--- src/rtl/xbar_col_drain_arb.sv ---
module xbar_col_drain_arb #(
  parameter int N = 4
) (
  input  logic                                 clk,
  input  logic                                 rst_n,
  input  logic [N-1:0]                         cell_present,
  input  logic [N-1:0]                         remove_req,
  output logic                                 grant_vld,
  output logic [((N > 1) ? $clog2(N) : 1)-1:0] grant_idx,
  output logic                                 notify_vld,
  output logic [((N > 1) ? $clog2(N) : 1)-1:0] notify_idx
);
  localparam int IW = (N > 1) ? $clog2(N) : 1;

  logic [IW-1:0] ptr;
  logic [N-1:0]  live_rm;
  logic [N-1:0]  cand;
  logic          hit;
  logic [IW-1:0] pick;

  assign live_rm = cell_present & remove_req;
  assign cand    = (|live_rm) ? live_rm : cell_present;

  always_comb begin
    int j;
    hit  = 1'b0;
    pick = '0;
    for (int k = 0; k < N; k++) begin
      j = int'(ptr) + k;
      if (j >= N) j = j - N;
      if (!hit && cand[j]) begin
        hit  = 1'b1;
        pick = IW'(j);
      end
    end
  end

  assign grant_vld = hit;
  assign grant_idx = pick;

  always_ff @(posedge clk or negedge rst_n) begin
    if (!rst_n) begin
      ptr        <= '0;
      notify_vld <= 1'b0;
      notify_idx <= '0;
    end else begin
      notify_vld <= hit;
      if (hit) begin
        notify_idx <= pick;
        ptr        <= (int'(pick) == N - 1) ? '0 : pick + 1'b1;
      end
    end
  end

  a_r2_grant_occupied: assert property (@(posedge clk) disable iff (!rst_n)
    grant_vld |-> cell_present[grant_idx]);
  a_r2_work_conserving: assert property (@(posedge clk) disable iff (!rst_n)
    (|cell_present) == grant_vld);
  a_r3_removal_first: assert property (@(posedge clk) disable iff (!rst_n)
    (|(cell_present & remove_req)) |-> remove_req[grant_idx]);
  a_r7_notify_follows: assert property (@(posedge clk) disable iff (!rst_n)
    grant_vld |=> (notify_vld && notify_idx == $past(grant_idx)));
  a_r7_notify_quiet: assert property (@(posedge clk) disable iff (!rst_n)
    !grant_vld |=> !notify_vld);
  a_r6_ptr_hold: assert property (@(posedge clk) disable iff (!rst_n)
    !grant_vld |=> $stable(ptr));
endmodule

--- config.mk ---
export PLATFORM = sky130hd
export DESIGN_NAME = xbar_col_drain_arb
export DESIGN_NICKNAME = d
export VERILOG_FILES = /design/src/rtl/xbar_col_drain_arb.sv
export SDC_FILE = /design/constraint.sdc
export NUM_CORES = 1
export LEC_CHECK = 0
export BUFFER_PORTS_ARGS = -buffer_cell sky130_fd_sc_hd__buf_2
export CAP_MARGIN = 20
export CORE_AREA = 2 2 39 41
export CTS_CLUSTER_SIZE = 40
export DETAILED_ROUTE_END_ITERATION = 6
export DIE_AREA = 0 0 41 43
export HOLD_SLACK_MARGIN = 0.03
export PLACE_DENSITY = 0.54
export SLEW_MARGIN = 20
export SYNTH_ARGS = -nofsm -noshare
export SYNTH_HDL_FRONTEND = slang
export SYNTH_SLANG_ARGS = --single-unit
export TNS_END_PERCENT = 50
--- constraint.sdc ---
create_clock -name clk -period 2.3 [get_ports clk]
set_clock_uncertainty 0.2 [all_clocks]
set_input_delay 0.575 -clock clk [delete_from_list [all_inputs] [get_ports clk]]
set_output_delay 0.575 -clock clk [all_outputs]
set_load 0.02 [all_outputs]
==> results.sh <==
export IMPL_worst_pin_slew_ps=367
export IMPL_ys_ff_latch=5
export IMPL_clk_latency_ps=250
export IMPL_finalHoldViolCount=0
export IMPL_start_kind="input port"
export IMPL_hold_start="notify_idx[0]"
export IMPL_final_common_cell="buf_4"
export IMPL_rows=14
export IMPL_cts_buffer_depth=2
export IMPL_power_uw=596
export IMPL_grt_overflow=0
export IMPL_setup_tns_ps=-321
export IMPL_regArea_um2=125
export IMPL_finalCritPeriodShare_pct=106
export IMPL_cts_tree="yes"
export IMPL_drtIter0Drc=10
export IMPL_ys_warn_count=0
export IMPL_hold_class="reg -> reg"
export IMPL_endpoint_kind="primary output"
export IMPL_cts_sinks=5
export IMPL_final_antenna_net_count=0
export IMPL_r2r_start="ptr[0]"
export IMPL_synth_compound_area_share_pct=49.8
export IMPL_fmax_ghz=0.411
export IMPL_synth_xor_area_share_pct=0
export IMPL_path_class="in -> out"
export IMPL_grt_max_degree=6
export IMPL_relSlewSlack_pct=75.6
export IMPL_htree_levels=1
export IMPL_antennaDiodeCount=0
export IMPL_routedWlPerCell_um=12.9
export IMPL_dr_pass1_iters=4
export IMPL_antenna_found_initial=0
export IMPL_port_buffers=15
export IMPL_wirelength_um=1110
export IMPL_power_density_mw_per_mm2=861
export IMPL_fin_crit_ps=2430
export IMPL_drc=0
export IMPL_arrival_ps=1660
export IMPL_io_pins=16
export IMPL_routabilityCongestion=0.678
export IMPL_cts_buffers=3
export IMPL_core_mm2=0.00138
export IMPL_maxSlewViolCount=0
export IMPL_clockRootBuffer="clkbuf_4"
export IMPL_fp_dieW_um=41
export IMPL_maxCapViolations=0
export IMPL_rsz0062_at_grt="yes"
export IMPL_detailroute_via_count=457
export IMPL_startpoint="remove_req[0]"
export IMPL_synth_top_family_by_area="compound AO/OA/AOI/OAI gates"
export IMPL_place_ws_ps=-189
export IMPL_synth_mux_area_share_pct=2.64
export IMPL_viasPerCell=5.31
export IMPL_start_util_pct=27.4
export IMPL_syn_num_nets=50
export IMPL_drive_above_1_share_pct=67.1
export IMPL_synth_area_um2=379
export IMPL_cp_max_fo=4
export IMPL_vdd_drop_max_v=0.000506
export IMPL_clk_pin_slew_ps=40
export IMPL_fillers=145
export IMPL_die_area_mm2=0.00176
export IMPL_outcome="finished, violations left"
export IMPL_syn_avg_cell_area_um2=9.48
export IMPL_area_growth_pct=82.5
export IMPL_finalSetupViolations=3
export IMPL_synth_fa_ha_area_share_pct=0
export IMPL_grt_pass1_wl_um=1610
export IMPL_num_nets_final=81
export IMPL_required_ps=1520
export IMPL_worst_slack_ps=-133
export IMPL_p_leak_uw=0.000319
export IMPL_seq_area_frac_synth_pct=33.0
export IMPL_final_cell_mix="10 x buf_4, 7 x buf_2, 6 x buf_6"
export IMPL_grt_total_usage_pct=13.7
export IMPL_violations="negative setup slack"
export IMPL_grt_pass1_vias=404
export IMPL_chipHeight_um=43
export IMPL_dpl_hpwl_um=751
export IMPL_multi_input_area_um2=292
export IMPL_synthSimpleGateAreaFrac_pct=11.6
export IMPL_syn_inst=40
export IMPL_yosysUniqueCellTypes=21
## metal layers
| layer | global-route usage (%) | vias up | wire length (um) |
|---|---|---|---|
| met5 | 0 | - | 0 |
| met4 | 6.00 | 0 | 22 |
| met3 | 6.28 | 3 | 51 |
| met2 | 17.8 | 9 | 553 |
| met1 | 18.8 | 220 | 480 |
| li1 | - | 225 | - |
## synth_stat cells
master,n,area [um^2]
and2_1,3,18.8
o22ai_2,2,25.0
nand2_1,3,11.3
a21oi_1,1,5.00
a32oi_1,1,8.76
a311oi_1,1,8.76
o22ai_1,2,12.5
and2_2,1,7.51
mux2i_1,1,10.0
o21ai_0,2,10.0
a21o_1,2,15.0
a31o_2,2,17.5
o221a_2,1,11.3
inv_1,3,11.3
o21ai_2,1,8.76
a222oi_1,2,20.0
a31oi_1,1,6.26
o21ai_1,3,15.0
dfrtp_1,5,125
a22oi_2,2,25.0
and3_1,1,6.26
## per-stage QoR
| stage | cells | cell area (um^2) | utilization (%) | hold WS (ps) |
|---|---|---|---|---|
| finish | 86 | 692 | 50.0 | 271 |
| global route | 86 | 692 | 50.0 | 290 |
| CTS | 84 | 604 | 43.7 | 276 |
| detailed placement | 78 | 527 | 38.1 | 193 |
| global placement | 78 | 527 | 38.1 | 194 |
| floorplan | 40 | 379 | - | 79.4 |
## flip-flops by register name (all words and copies together) (netlist names)
signal      count
notify_idx      2
notify_vld      1
ptr             2
## area by class of cell
class                      instances  share of cell area [%]
timing repair buffer              26                    31.5
multi-input combinational         32                    42.1
sequential                         5                    18.1
tap                               16                    2.89
inverter                           3                    1.63
clock buffer                       4                    3.80
## timing repair
| item | CTS | global route |
|---|---|---|
| gates cloned | 0 | 0 |
| pin swaps | 5 | 10 |
| buffers inserted | 1 | 2 |
| hold buffers | 1 | 0 |
| resized for setup | 10 | 21 |
| endpoints found under the hold margin | 5 | 0 |
| setup endpoints to repair | 3 | 3 |
## power breakdown
group	switching (uW)	total [uW]	internal, uW
combinational	163	341	178
clock	40.0	106	65.8
sequential	26.2	149	123
total	229	596	367
## critical path, cell delays in order
cell     delay, ps
buf_8          100
a22oi_2        330
a31o_4         230
o21ai_2         70
o22ai_2        200
buf_6          140
## logic make-up (layout without fill, tap and decap cells)
family,after synthesis,after routing
compound gates,23,23
buf+inv,3,33
flops,5,5
mux,1,1
simple gates,8,8
## path summary, 6_finish.rpt
kind	to	slack [ps]	cells after the start
max	grant_idx[0]	-130	6
max reg2reg	ptr[1]	700	6
min	notify_idx[0]	270	1
min reg2reg	notify_idx[0]	270	1
min in group asynchronous	notify_vld	510	2
max in group asynchronous	notify_idx[1]	1240	2
Note: power is estimated with default switching activity, not from simulation.
